### src/rtl/gpio_port_pkg.sv
package gpio_port_pkg;
  localparam int unsigned ADDR_W = 2;
  typedef enum logic [ADDR_W-1:0] {
    SEL_CTRL = 2'd0,
    SEL_DATA = 2'd1
  } reg_sel_e;
endpackage

### src/rtl/gpio_port_resolve.sv
module gpio_port_resolve #(
  parameter int unsigned PINS = 16,
  localparam int unsigned CW  = 2 * PINS
) (
  input  logic [CW-1:0]   ctrl_i,
  input  logic [PINS-1:0] data_i,
  input  logic [PINS-1:0] pdir_i,
  input  logic [PINS-1:0] pdat_i,
  output logic [PINS-1:0] lines_o
);
  for (genvar n = 0; n < PINS; n++) begin : g_pin
    logic cdir, pull;
    assign cdir = ctrl_i[2*n];
    assign pull = ctrl_i[2*n+1];
    assign lines_o[n] = (cdir & data_i[n]) | (pdir_i[n] & pdat_i[n]) |
                        (~(cdir | pdir_i[n]) & pull);
  end
endmodule

### src/rtl/gpio_port_regs.sv
module gpio_port_regs
  import gpio_port_pkg::*;
#(
  parameter int unsigned PINS = 16,
  localparam int unsigned CW  = 2 * PINS
) (
  input  logic              clk_i,
  input  logic              rst_ni,
  input  logic              bus_valid_i,
  input  logic              bus_write_i,
  input  logic [ADDR_W-1:0] bus_addr_i,
  input  logic [CW-1:0]     bus_wdata_i,
  input  logic [PINS-1:0]   lines_i,
  output logic [CW-1:0]     ctrl_q_o,
  output logic [PINS-1:0]   data_q_o,
  output logic [CW-1:0]     ctrl_nxt_o,
  output logic [PINS-1:0]   data_nxt_o,
  output logic              wr_fire_o,
  output logic [CW-1:0]     rdata_o,
  output logic              rvalid_o
);
  logic          wr_ctrl, wr_data, rd_fire;
  logic [CW-1:0] rdata_d;

  assign wr_ctrl   = bus_valid_i & bus_write_i & (bus_addr_i == SEL_CTRL);
  assign wr_data   = bus_valid_i & bus_write_i & (bus_addr_i == SEL_DATA);
  assign wr_fire_o = wr_ctrl | wr_data;
  assign rd_fire   = bus_valid_i & ~bus_write_i;

  assign ctrl_nxt_o = wr_ctrl ? bus_wdata_i : ctrl_q_o;
  assign data_nxt_o = wr_data ? bus_wdata_i[PINS-1:0] : data_q_o;

  always_comb begin
    unique case (bus_addr_i)
      SEL_CTRL: rdata_d = ctrl_q_o;
      SEL_DATA: rdata_d = {{(CW-PINS){1'b0}}, lines_i};
      default:  rdata_d = '0;
    endcase
  end

  always_ff @(posedge clk_i or negedge rst_ni) begin
    if (!rst_ni) begin
      ctrl_q_o <= '0;
      data_q_o <= '0;
      rdata_o  <= '0;
      rvalid_o <= 1'b0;
    end else begin
      ctrl_q_o <= ctrl_nxt_o;
      data_q_o <= data_nxt_o;
      rvalid_o <= rd_fire;
      if (rd_fire) rdata_o <= rdata_d;
    end
  end

  AST_RVALID_AFTER_READ: assert property (@(posedge clk_i) disable iff (!rst_ni)
    rvalid_o |-> $past(bus_valid_i && !bus_write_i));
  AST_CTRL_ONLY_ON_WRITE: assert property (@(posedge clk_i) disable iff (!rst_ni)
    !$stable(ctrl_q_o) |-> $past(bus_valid_i && bus_write_i && bus_addr_i == SEL_CTRL));
endmodule

### src/rtl/gpio_port_notify.sv
module gpio_port_notify #(
  parameter int unsigned PINS  = 16,
  parameter int unsigned SLOTS = 4,
  localparam int unsigned SW   = (SLOTS > 1) ? $clog2(SLOTS) : 1
) (
  input  logic             clk_i,
  input  logic             rst_ni,
  input  logic             wr_fire_i,
  input  logic [PINS-1:0]  lines_old_i,
  input  logic [PINS-1:0]  lines_new_i,
  input  logic             reg_req_i,
  input  logic [PINS-1:0]  reg_mask_i,
  output logic [SLOTS-1:0] notify_o,
  output logic [PINS-1:0]  changed_o,
  output logic             reg_ack_o,
  output logic             reg_err_o,
  output logic [SW-1:0]    reg_slot_o
);
  logic [SLOTS-1:0] slot_vld_q;
  logic [PINS-1:0]  slot_mask_q [SLOTS];
  logic [PINS-1:0]  diff;
  logic [SLOTS-1:0] hit;
  logic             free_found;
  logic [SW-1:0]    free_idx;

  assign diff = wr_fire_i ? (lines_old_i ^ lines_new_i) : '0;

  for (genvar i = 0; i < SLOTS; i++) begin : g_hit
    assign hit[i] = slot_vld_q[i] & |(slot_mask_q[i] & diff);
  end

  // scan downward so the lowest free slot wins
  always_comb begin
    free_found = 1'b0;
    free_idx   = '0;
    for (int i = SLOTS - 1; i >= 0; i--) begin
      if (!slot_vld_q[i]) begin
        free_found = 1'b1;
        free_idx   = SW'(i);
      end
    end
  end

  always_ff @(posedge clk_i or negedge rst_ni) begin
    if (!rst_ni) begin
      slot_vld_q <= '0;
      for (int i = 0; i < SLOTS; i++) slot_mask_q[i] <= '0;
      notify_o   <= '0;
      changed_o  <= '0;
      reg_ack_o  <= 1'b0;
      reg_err_o  <= 1'b0;
      reg_slot_o <= '0;
    end else begin
      notify_o  <= hit;
      changed_o <= diff;
      reg_ack_o <= reg_req_i & free_found;
      reg_err_o <= reg_req_i & ~free_found;
      if (reg_req_i && free_found) begin
        slot_vld_q[free_idx]  <= 1'b1;
        slot_mask_q[free_idx] <= reg_mask_i;
        reg_slot_o            <= free_idx;
      end
    end
  end

  AST_NOTIFY_NEEDS_WRITE: assert property (@(posedge clk_i) disable iff (!rst_ni)
    (|notify_o) |-> $past(wr_fire_i));
  AST_NOTIFY_HAS_CHANGE: assert property (@(posedge clk_i) disable iff (!rst_ni)
    (|notify_o) |-> (changed_o != '0));
  AST_NOTIFY_VALID_SLOT: assert property (@(posedge clk_i) disable iff (!rst_ni)
    (notify_o & ~slot_vld_q) == '0);
  AST_ACK_ERR_EXCL: assert property (@(posedge clk_i) disable iff (!rst_ni)
    !(reg_ack_o && reg_err_o));
  AST_ERR_WHEN_FULL: assert property (@(posedge clk_i) disable iff (!rst_ni)
    reg_err_o |-> $past(&slot_vld_q));
  AST_SLOT_KEEPS: assert property (@(posedge clk_i) disable iff (!rst_ni)
    ($past(slot_vld_q) & ~slot_vld_q) == '0);
endmodule

### src/rtl/gpio_port_ctrl.sv
module gpio_port_ctrl
  import gpio_port_pkg::*;
#(
  parameter int unsigned PINS  = 16,
  parameter int unsigned SLOTS = 4,
  localparam int unsigned CW   = 2 * PINS,
  localparam int unsigned SW   = (SLOTS > 1) ? $clog2(SLOTS) : 1
) (
  input  logic              clk_i,
  input  logic              rst_ni,
  input  logic              bus_valid_i,
  input  logic              bus_write_i,
  input  logic [ADDR_W-1:0] bus_addr_i,
  input  logic [CW-1:0]     bus_wdata_i,
  output logic [CW-1:0]     bus_rdata_o,
  output logic              bus_rvalid_o,
  input  logic [PINS-1:0]   periph_dir_i,
  input  logic [PINS-1:0]   periph_data_i,
  input  logic              reg_req_i,
  input  logic [PINS-1:0]   reg_mask_i,
  output logic              reg_ack_o,
  output logic              reg_err_o,
  output logic [SW-1:0]     reg_slot_o,
  output logic [SLOTS-1:0]  notify_o,
  output logic [PINS-1:0]   changed_o
);
  logic [CW-1:0]   ctrl_q, ctrl_nxt;
  logic [PINS-1:0] data_q, data_nxt, lines_cur, lines_nxt;
  logic            wr_fire;

  gpio_port_regs #(.PINS(PINS)) u_regs (
    .clk_i, .rst_ni, .bus_valid_i, .bus_write_i, .bus_addr_i, .bus_wdata_i,
    .lines_i(lines_cur), .ctrl_q_o(ctrl_q), .data_q_o(data_q),
    .ctrl_nxt_o(ctrl_nxt), .data_nxt_o(data_nxt), .wr_fire_o(wr_fire),
    .rdata_o(bus_rdata_o), .rvalid_o(bus_rvalid_o)
  );

  // same peripheral inputs on both sides: only the write can cause a difference
  gpio_port_resolve #(.PINS(PINS)) u_res_cur (
    .ctrl_i(ctrl_q), .data_i(data_q), .pdir_i(periph_dir_i),
    .pdat_i(periph_data_i), .lines_o(lines_cur)
  );
  gpio_port_resolve #(.PINS(PINS)) u_res_nxt (
    .ctrl_i(ctrl_nxt), .data_i(data_nxt), .pdir_i(periph_dir_i),
    .pdat_i(periph_data_i), .lines_o(lines_nxt)
  );

  gpio_port_notify #(.PINS(PINS), .SLOTS(SLOTS)) u_notify (
    .clk_i, .rst_ni, .wr_fire_i(wr_fire), .lines_old_i(lines_cur),
    .lines_new_i(lines_nxt), .reg_req_i, .reg_mask_i, .notify_o, .changed_o,
    .reg_ack_o, .reg_err_o, .reg_slot_o
  );
endmodule

### config.mk
export PLATFORM = sky130hd
export DESIGN_NAME = gpio_port_ctrl
export DESIGN_NICKNAME = d
export VERILOG_FILES = /design/src/rtl/gpio_port_pkg.sv /design/src/rtl/gpio_port_resolve.sv /design/src/rtl/gpio_port_regs.sv /design/src/rtl/gpio_port_notify.sv /design/src/rtl/gpio_port_ctrl.sv
export SDC_FILE = /design/constraint.sdc
export NUM_CORES = 1
export LEC_CHECK = 0
export BUFFER_PORTS_ARGS = -buffer_cell sky130_fd_sc_hd__buf_2
export CAP_MARGIN = 40
export CORE_UTILIZATION = 30
export CTS_CLUSTER_DIAMETER = 100
export DETAILED_ROUTE_END_ITERATION = 12
export GPL_TIMING_DRIVEN = 0
export SYNTH_ARGS = -nofsm -noshare
export SYNTH_HDL_FRONTEND = slang
export SYNTH_SLANG_ARGS = --single-unit
### constraint.sdc
create_clock -name clk_i -period 4.5 [get_ports clk_i]
set_clock_uncertainty 0.2 [all_clocks]
set_input_delay 0.45 -clock clk_i [delete_from_list [all_inputs] [get_ports clk_i]]
set_output_delay 0.45 -clock clk_i [all_outputs]
set_load 0.03 [all_outputs]
==> flow_summary.json <==
{
  "avgRoutedWirePerCell_um": 20.47,
  "synth_area_um2": 7711,
  "die_w_um": 162.3,
  "fin_crit_ns": 3.142,
  "power_frac_comb_pct": 26.7,
  "synthArstFlopShare_pct": 100.0,
  "drt_iter0_markers": 389,
  "rsz0062_at_grt": "false",
  "hold_class": "in2reg",
  "topRoutingLayerUsed": "met5",
  "clockRootBuffer": "clkbuf_16",
  "cts.sinks": 173,
  "antenna_found_initial": 2,
  "cap_violations": 0,
  "synth.avg_cell_area_um2": 12.66,
  "overflow": 0,
  "wl_met2_um": 10060,
  "final_common_cell": "dfrtp_1",
  "grt_max_degree": 101,
  "io_buffers": 142,
  "ys_seq_area_share_pct": 56.14,
  "power_density_nw_per_um2": 525.5,
  "grt_pass1_vias": 5883,
  "cts_tree": "yes",
  "switching_share_pct": 33.69,
  "synth_edf_count": 0,
  "relSlewSlack_pct": 42.14,
  "die-area_um2": 26350,
  "post-route-period-util_pct": 69.83,
  "crit_required_ns": 4.62,
  "hpwl_um": 16830,
  "syn2layout_area_growth_pct": 23.41,
  "cts_buffer_depth": 2,
  "fmax_mhz": 318.2,
  "synth_cells": 609,
  "slew_violations": 0,
  "start_kind": "input pin",
  "grt_pass1_wl_um": 34970,
  "yosysUniqueCellTypes": 47,
  "initial_core_util_pct": 30.62,
  "worst_pin_slew_ns": 0.8613,
  "holdWs_ns": 0.02284,
  "die_y_um": 162.3,
  "drive_above_1_share_pct": 38.12,
  "p_switching_mw": 1.685,
  "worstPathArrival_ns": 3.26,
  "cts-resized-gates": 0,
  "end_kind": "flop",
  "synth_nets": 696,
  "yosysWarnings": 0,
  "setup_viol": 0,
  "cts_made_buffers": 17,
  "ys_ff_latch": 173,
  "clkPwrFrac_pct": 31.3,
  "wl_met3_um": 1450,
  "p_int_mw": 3.316,
  "layout_common_cells": "dfrtp_1, buf_2, mux2_2",
  "fin_nets": 861,
  "p_seq_share_pct": 42.0,
  "postCtsSetupRepairBufs": 0,
  "status": "finished, final reports clean",
  "peakVddDrop_v": 0.0001888,
  "drt.antenna.violating_nets": 0,
  "pin_count": 144,
  "rows": 58,
  "wl_met1_um": 10770,
  "insertion_delay_ns": 0.44,
  "place_inst": 1083,
  "critPathMaxFanout": 10,
  "drt_wl_total_um": 22890,
  "via_per_inst": 5.123,
  "route.detailed.drc": 0,
  "routabilityCongestion": 0.8157,
  "layout.cells.non_filler": 1118,
  "core_um2": 25180,
  "grt_usage_pct": 18.00,
  "first_pass_iters": 5,
  "synth_top_flop_cell": "dfrtp_1",
  "criticalPathCategory": "in2reg",
  "clk_pin_slew_ns": 0.07,
  "h-tree-depth": 4,
  "hold_viol": 0,
  "leakagePower_nw": 4.337,
  "via_count": 5727
}
==> cells in the mapped netlist (2+ instances only) <==
cell type	count	share of area, %
a221oi_1	18	2.0
nand3b_1	2	0.19
xor2_1	9	1.0
nor2b_1	6	0.49
a221oi_2	10	1.9
a21oi_1	19	1.2
or2_2	3	0.24
nand4_1	6	0.49
o211ai_2	2	0.32
nand2_1	70	3.4
mux2_1	10	1.5
mux2_2	96	14
nor4b_1	2	0.23
a222oi_1	12	1.6
nor2_1	25	1.2
nor3b_1	23	2.2
xor2_2	3	0.63
a22oi_1	9	0.88
a22o_1	34	3.9
nand2b_1	8	0.65
a32oi_1	2	0.23
xnor2_1	3	0.34
o21a_1	4	0.39
mux2_4	2	0.39
dfrtp_1	173	56
a211oi_1	2	0.19
mux2i_1	2	0.26
inv_1	4	0.19
buf_2	5	0.32
clkbuf_1	20	0.97
nand3_1	9	0.58
==> metal layers <==
metal	up-vias	track usage (%)
met5	-	0
met4	2	7.376
met3	32	4.826
met2	169	26.71
met1	2903	24.73
li1	2621	-
==> power by group through the flow <==
| stage | Sequential [mW] | Clock, mW | Combinational, mW |
|---|---|---|---|
| final | 2.10 | 1.57 | 1.33 |
| after global routing | 2.14 | 1.66 | 1.44 |
| after CTS | 2.10 | 1.60 | 1.35 |
| after detailed placement | 2.12 | 0 | 1.34 |
| after global placement | 2.12 | 0 | 1.32 |
| after floorplan | 2.30 | 0 | 0.646 |
==> registers in the layout, indices dropped and copies added, names as in the netlist <==
name                  cells
u_regs.rvalid_o           1
u_notify.notify_o         4
u_regs.ctrl_q_o          32
u_notify.changed_o       16
u_notify.reg_err_o        1
u_notify.reg_slot_o       2
u_notify.reg_ack_o        1
u_notify.slot_vld_q       4
u_notify.slot_mask_q     64
u_regs.rdata_o           32
u_regs.data_q_o          16
==> cells by family (layout without fill, tap and decap cells) <==
logic type	after synthesis	count (layout)	synth area share, %
flops	173	173	56.14
xor+xnor	15	15	1.996
mux	110	110	16.13
buf+inv	31	209	1.687
simple gates	162	162	10.74
other cells	0	1	0
compound gates	118	118	13.31
==> final timing paths <==
path	slack, ns	depth (start not counted)	end	start
max in group asynchronous	2.83	3	u_regs.rdata_o[5]$_DFFE_PN0P_	rst_ni
worst max register to register	1.66	7	u_notify.notify_o[1]$_DFF_PN0_	u_regs.ctrl_q_o[8]$_DFF_PN0_
worst min register to register	0.30	1	u_regs.rdata_o[27]$_DFFE_PN0P_	u_regs.rdata_o[27]$_DFFE_PN0P_
worst min-delay path	0.02	3	u_regs.ctrl_q_o[27]$_DFF_PN0_	bus_wdata_i[27]
min in group asynchronous	0.37	2	u_notify.slot_mask_q[59]$_DFFE_PN0P_	rst_ni
worst max-delay path	1.36	9	u_notify.notify_o[1]$_DFF_PN0_	bus_addr_i[1]
==> worst max-delay path, cell delays in order <==
cell and delay [ns]:
buf_2 0.13, nand4b_2 0.45, buf_2 0.37, mux2_2 0.33, a221oi_2 0.30, xor2_2 0.24, a221oi_1 0.57, nand4_1 0.19
o21a_1 0.23
==> through the flow <==
| stage | setup WS (ns) | util (%) | setup TNS [ns] | total power [mW] | area [um^2] |
|---|---|---|---|---|---|
| finish | 1.358 | 37.79 | 0 | 5.001 | 9517 |
| global route | 1.320 | 37.79 | 0 | 5.242 | 9517 |
| CTS | 1.371 | 37.78 | 0 | 5.047 | 9514 |
| detailed placement | 0.9029 | 35.25 | 0 | 3.465 | 8877 |
| global placement | -0.07573 | 35.08 | -11.31 | 3.442 | 8835 |
| floorplan | 1.879 | - | 0 | 2.945 | 7711 |
==> cell type report <==
type / instances / area, um^2
Tap cell: 330 / 412.9
Antenna cell: 1 / 2.502
Fill cell: 2457 / 15670
Timing Repair Buffer: 146 / 773.2
Inverter: 4 / 15.01
Clock buffer: 19 / 442.9
Multi-Input combinational cell: 405 / 3252
Buffer: 27 / 115.1
Sequential cell: 173 / 4329
Clock inverter: 13 / 173.9
==> timing repair <==
action | CTS | global route
hold buffers | 2 | 0
endpoints found under the hold margin | 74 | 0
setup endpoints to repair | 0 | 0
Power figures use the tool's default switching activity.
